### config.mk
export PLATFORM = sky130hd
export DESIGN_NAME = irmod_top
export DESIGN_NICKNAME = d
export VERILOG_FILES = /design/src/rtl/irmod_pkg.sv /design/src/rtl/irmod_ctrl.sv /design/src/rtl/irmod_datapath.sv /design/src/rtl/irmod_top.sv
export SDC_FILE = /design/constraint.sdc
export NUM_CORES = 1
export LEC_CHECK = 0
export BUFFER_PORTS_ARGS = -buffer_cell sky130_fd_sc_hd__buf_2
export CORE_AREA = 2 2 39 41
export CTS_BUF_LIST = sky130_fd_sc_hd__clkbuf_4 sky130_fd_sc_hd__clkbuf_8 sky130_fd_sc_hd__clkbuf_16
export DETAILED_ROUTE_END_ITERATION = 10
export DIE_AREA = 0 0 41 43
export PLACE_DENSITY = 0.46
export SLEW_MARGIN = 20
export SYNTH_ARGS = -nofsm -noshare
export SYNTH_HDL_FRONTEND = slang
export SYNTH_SLANG_ARGS = --single-unit
### constraint.sdc
create_clock -name clk -period 0.93 [get_ports clk]
set_input_delay 0.093 -clock clk [delete_from_list [all_inputs] [get_ports clk]]
set_output_delay 0.093 -clock clk [all_outputs]
set_load 0.005 [all_outputs]
### src/rtl/irmod_pkg.sv
package irmod_pkg;
  // Captured configuration, handed from control to datapath
  typedef struct packed {
    logic enable;
    logic invert;
    logic fsk;
    logic useSw;
    logic swBit;
  } irCfg_t;

  localparam int CFG_W = $bits(irCfg_t);
  localparam irCfg_t CFG_RESET = '0;
endpackage

### src/rtl/irmod_ctrl.sv
module irmod_ctrl
  import irmod_pkg::*;
(
  input  logic   clk,
  input  logic   rstN,
  input  logic   load,
  input  irCfg_t cfgIn,
  output irCfg_t cfgQ
);
  always_ff @(posedge clk or negedge rstN) begin
    if (!rstN)
      cfgQ <= CFG_RESET;
    else if (load)
      cfgQ <= cfgIn;
  end
endmodule

### src/rtl/irmod_datapath.sv
module irmod_datapath
  import irmod_pkg::*;
(
  input  irCfg_t cfg,
  input  logic   carrierA,
  input  logic   carrierB,
  input  logic   hwData,
  input  logic   serialTx,
  output logic   pinOut
);
  logic dataBit;
  logic keyed;

  always_comb begin
    dataBit = cfg.useSw ? cfg.swBit : hwData;
    if (cfg.fsk)
      keyed = dataBit ? carrierA : carrierB;
    else
      keyed = dataBit & carrierA;
    pinOut = cfg.enable ? (keyed ^ cfg.invert) : serialTx;
  end
endmodule

### src/rtl/irmod_top.sv
module irmod_top
  import irmod_pkg::*;
(
  input  logic clk,
  input  logic rstN,
  input  logic cfgLoad,
  input  logic cfgEnable,
  input  logic cfgInvert,
  input  logic cfgFsk,
  input  logic cfgUseSw,
  input  logic cfgSwBit,
  input  logic carrierA,
  input  logic carrierB,
  input  logic hwData,
  input  logic serialTx,
  output logic pinOut
);
  irCfg_t cfgIn;
  irCfg_t cfgQ;

  always_comb begin
    cfgIn.enable = cfgEnable;
    cfgIn.invert = cfgInvert;
    cfgIn.fsk    = cfgFsk;
    cfgIn.useSw  = cfgUseSw;
    cfgIn.swBit  = cfgSwBit;
  end

  irmod_ctrl u_ctrl (
    .clk   (clk),
    .rstN  (rstN),
    .load  (cfgLoad),
    .cfgIn (cfgIn),
    .cfgQ  (cfgQ)
  );

  irmod_datapath u_dp (
    .cfg      (cfgQ),
    .carrierA (carrierA),
    .carrierB (carrierB),
    .hwData   (hwData),
    .serialTx (serialTx),
    .pinOut   (pinOut)
  );
endmodule

* Word-level counts from Yosys, hierarchy flattened
Index checks and enable logic that the tools add are counted.
Word-level totals: register bits 5, word-level logic and storage cells 11
Operators by class: multiplexer cells 4, bitwise logic cells 2
Operator list (number):
- 2-to-1 mux 1 bit | 4
- bitwise AND 1 bit | 1
- XOR 1 bit | 1

* Depth between registers and ports, before layout
depth after elaboration 5, depth in mapped cells 3

* Cells and area by module
A second synthesis with hierarchy kept.
Second synthesis, totals: cell total of the unflattened synthesis 20, area total of the unflattened synthesis 252.7 um2
By module, submodules not included:
- irmod_ctrl | times used 1, cells an instance 10, area an instance 181.4 um2
- irmod_datapath | times used 1, cells an instance 10, area an instance 71.3 um2

* Worst setup path after synthesis
Ideal clock, no wire load.
path type flip-flop to output port, start register, netlist name u_ctrl.cfgQ[1], end output port pinOut, arrival 0.806 ns, setup slack 0.031 ns, stages on the path, launching flop included 4, path through dfrtp_1 > mux2i_2 > a21oi_1 > nand4b_1
Between the ends: longest elaborated chain between the ends 5, elaborated cells between the ends (all ways) 6
Ends and longest elaborated chain:
- 2-to-1 mux 1 bit (*) | RTL line irmod_datapath.sv:15 | dataBit = cfg.useSw ? cfg.swBit : hwData;
- bitwise AND 1 bit / 2-to-1 mux 1 bit (equally long branches) | RTL line irmod_datapath.sv:19, irmod_datapath.sv:17
- 2-to-1 mux 1 bit (*) | RTL line irmod_datapath.sv:16 | if (cfg.fsk)
- XOR 1 bit (*) | RTL line irmod_datapath.sv:20 | pinOut = cfg.enable ? (keyed ^ cfg.invert) : serialTx;
- 2-to-1 mux 1 bit (*) | RTL line irmod_datapath.sv:20
- end: declaration | RTL line irmod_top.sv:16 | output logic pinOut
Mark *: on every way between the ends. The rest lies on a longest branch, timed or not.

* Worst setup path in the final report
start register, netlist name u_ctrl.cfgQ[1], end output port pinOut
Between the ends: longest elaborated chain between the ends 5, elaborated cells between the ends (all ways) 6
Ends and longest elaborated chain (RTL line):
- 2-to-1 mux 1 bit (*) | irmod_datapath.sv:15
- bitwise AND 1 bit / 2-to-1 mux 1 bit (equally long branches) | irmod_datapath.sv:19, irmod_datapath.sv:17
- 2-to-1 mux 1 bit (*) | irmod_datapath.sv:16
- XOR 1 bit (*) | irmod_datapath.sv:20
- 2-to-1 mux 1 bit (*) | irmod_datapath.sv:20
Marked as above.

==> reports/summary.txt <==
status - finished, violations left
failing checks - setup timing
Synth Net Count - 32
Synth Area in Compound Gates - 1.98%
slowest stage delay, CP - 0.36 ns
Die ar. - 0.00176 sq mm
hold slack - 0.0767 ns
largest net degree at the start of global routing - 7
Syn Area/Cell - 12.6 sq um
drt first pass iters - 2
Syn. warnings - 0
Hold Path Stages - 2
clock share of power - 43.4%
core footprint - 0.00138 sq mm
nets - 50
Row Count - 14
IO Pins - 13
fraction of registers with async set/reset - 100%
Starting Density - 18.3%
routability cong. - 0.518
maximum clock rate - 0.773 GHz
CP Launch Type - flop
Switch Pwr - 0.135 mW
post-synthesis mux area share - 27.7%
area leader, netlist - dfrtp_1
Post-Synth XOR/XNOR Area - 0%
worst clock skew - 0 ns
max FFs per register - 5
ys flop type - dfrtp_1
global-route wire length before repair - 890 um
HP Class - input pin to flop
Die Wd - 41 um
register area share after synthesis - 49.5%
largest cells by area after synthesis - dfrtp_1 (50%), mux2_1 (22%), nand3b_1 (5.9%), mux2i_2 (5.4%), nand4_1 (5.0%)
DR iter-0 viols - 1
fraction of layout cells with a size suffix above 1 - 45.9%
worst-margin pin slew - 0.201 ns
# setup viols final - 1
EDFF count, synth - 0
Pwr Density - 1670 mW/mm^2
RSZ-0062 raised after global routing - true
WL final - 535 um
Hold EP - u_ctrl.cfgQ[4]
final worst setup slack - -0.364 ns
post-synthesis simple-gate area fraction - 20.8%
grt ovf - 0
Final ANT Viol Nets - 0
Worst-Skew Late Latency - 0.23 ns
Worst Path Max Fanout - 3
routed length per placed instance - 10.1 um
# diodes - 0
CP Class - flop to primary output
Syn Inst Count - 20
post-synthesis adder-cell area fraction - 0%
Largest Register - u_ctrl.cfgQ
post-synth top area share - 49.5%
final worst-path cycle share - 139%
Largest regs - u_ctrl.cfgQ x5
CTS root buf - clkbuf_4
Commonest cells post-synth - dfrtp_1 (5), mux2_1 (5), nand3b_1 (2), nand4_1 (2)
Register-to-Register Path Depth - 1
Worst path top cell family by delay - flip-flops
Netlist cell types - 10
IO buf count - 12
minimum clock period - 1.29 ns
Mapped Area - 253 sq um
Net Sw Frac - 21.6%
detailed-route vias per instance - 4.25
All-Layer GR Usage - 7.88%
TritonCTS buffer count - 3
sequential power share - 41.6%
reg-to-reg critical path endpoint - u_ctrl.cfgQ[4]
CP endpoint kind - primary output
R2R Setup Slk - 0.11 ns
clk sinks - 5
CP arrival - 1.20 ns
Layout area overhead - 47.5%
die height - 43 um
max_cap viols - 0
combinational power share - 15.0%
Final HPWL DP - 478 um
CP Buf/Inv Count - 1
critical path's slowest cell - dfrtp_1
worst-path cell chain - mux2i_2 > a21oi_1 > nand4b_1 > buf_2
Worst Path Required - 0.84 ns
reg2reg start - u_ctrl.cfgQ[4]
Place WS - -0.127 ns
Via Count - 225
TritonCTS clock tree - yes
Max IR drop VDD - 675 uV
internal power - 0.489 mW
worst hold start - cfgEnable
CTS Buffer Depth - 2
initial antenna violation count - 0
final hold vios - 0
Max-slew headroom - 86.3%
Pins Over Slew Limit - 0
vias in the first global route - 224
Yosys reg bits - 5
H-tree depth - 1
largest family of logic cells by synthesized area - multiplexers
DRC Markers - 0
Clock transition at path regs - 0.04 ns
leakage power total - 0.169 nW
post_cts resized - 0
-- metrics by stage --
step	utilization, %	TNS (ns)	instances	cell area, sq um	total power, mW
2_1_floorplan	-	0	20	253	0.307
3_3_place_gp	24.1	-0.103	48	333	0.351
3_5_place_dp	24.1	-0.127	48	333	0.357
4_1_cts	26.9	-0.387	53	373	0.644
5_1_grt	26.9	-0.461	53	373	0.681
6_report	26.9	-0.364	53	373	0.624
-- layout by cell type, fill, tap and decap left out --
cell	netlist	layout
nand4_1	2	2
nand2_1	1	1
dlygate4sd3_1	0	1
buf_2	0	12
mux2i_2	1	1
nand4b_1	1	1
nand2b_1	1	1
a21oi_1	1	1
mux2_1	5	5
nand3b_1	2	2
clkbuf_4	0	4
dfrtp_1	5	5
nor2b_1	1	1
-- what timing repair did --
item	in CTS	in global routing
setup endpoints to repair	1	1
pin swaps	0	0
hold buffers	1	0
cloned	0	0
buffers inserted	0	0
hold endpoints to repair	5	0
-- power groups by stage --
stage / clock [mW] / combinational [mW] / sequential (mW)
after floorplan: 0 / 0.0486 / 0.258
after global placement: 0 / 0.0890 / 0.262
after detailed placement: 0 / 0.0928 / 0.264
after CTS: 0.287 / 0.0963 / 0.261
after global routing: 0.311 / 0.106 / 0.264
final: 0.271 / 0.0936 / 0.260
-- layout make-up --
cell class	instances	area, sq um
fillers	146	1010
clock buffers	4	30.0
repair buffers	13	70.1
multi-input cells	15	128
well taps	16	20.0
flip-flops and latches	5	125
-- worst max path at each step --
stage / to / start / cells past startpoint
2_1_floorplan: pinOut / u_ctrl.cfgQ[1] / 3
3_3_place_gp: pinOut / u_ctrl.cfgQ[1] / 4
3_5_place_dp: pinOut / u_ctrl.cfgQ[1] / 4
4_1_cts: pinOut / u_ctrl.cfgQ[1] / 4
5_1_grt: pinOut / u_ctrl.cfgQ[1] / 4
6_report: pinOut / u_ctrl.cfgQ[1] / 4
-- cells by family (layout without fill, tap and decap cells) --
kind of cell	count (synthesis)	count (layout)
AND/OR/NAND/NOR	8	8
multiplexers	6	6
AO/OA/AOI/OAI	1	1
buffers and inverters	0	17
flip-flops	5	5
-- per-layer routing --
| metal | global-route usage (%) | up-vias | wire length (um) |
|---|---|---|---|
| li1 | - | 112 | - |
| met5 | 0 | - | 0 |
| met4 | 2.00 | 0 | 0 |
| met3 | 7.33 | 0 | 76 |
| met1 | 9.18 | 100 | 228 |
| met2 | 10.3 | 13 | 231 |
No activity file was read; power rests on OpenSTA's default activity.
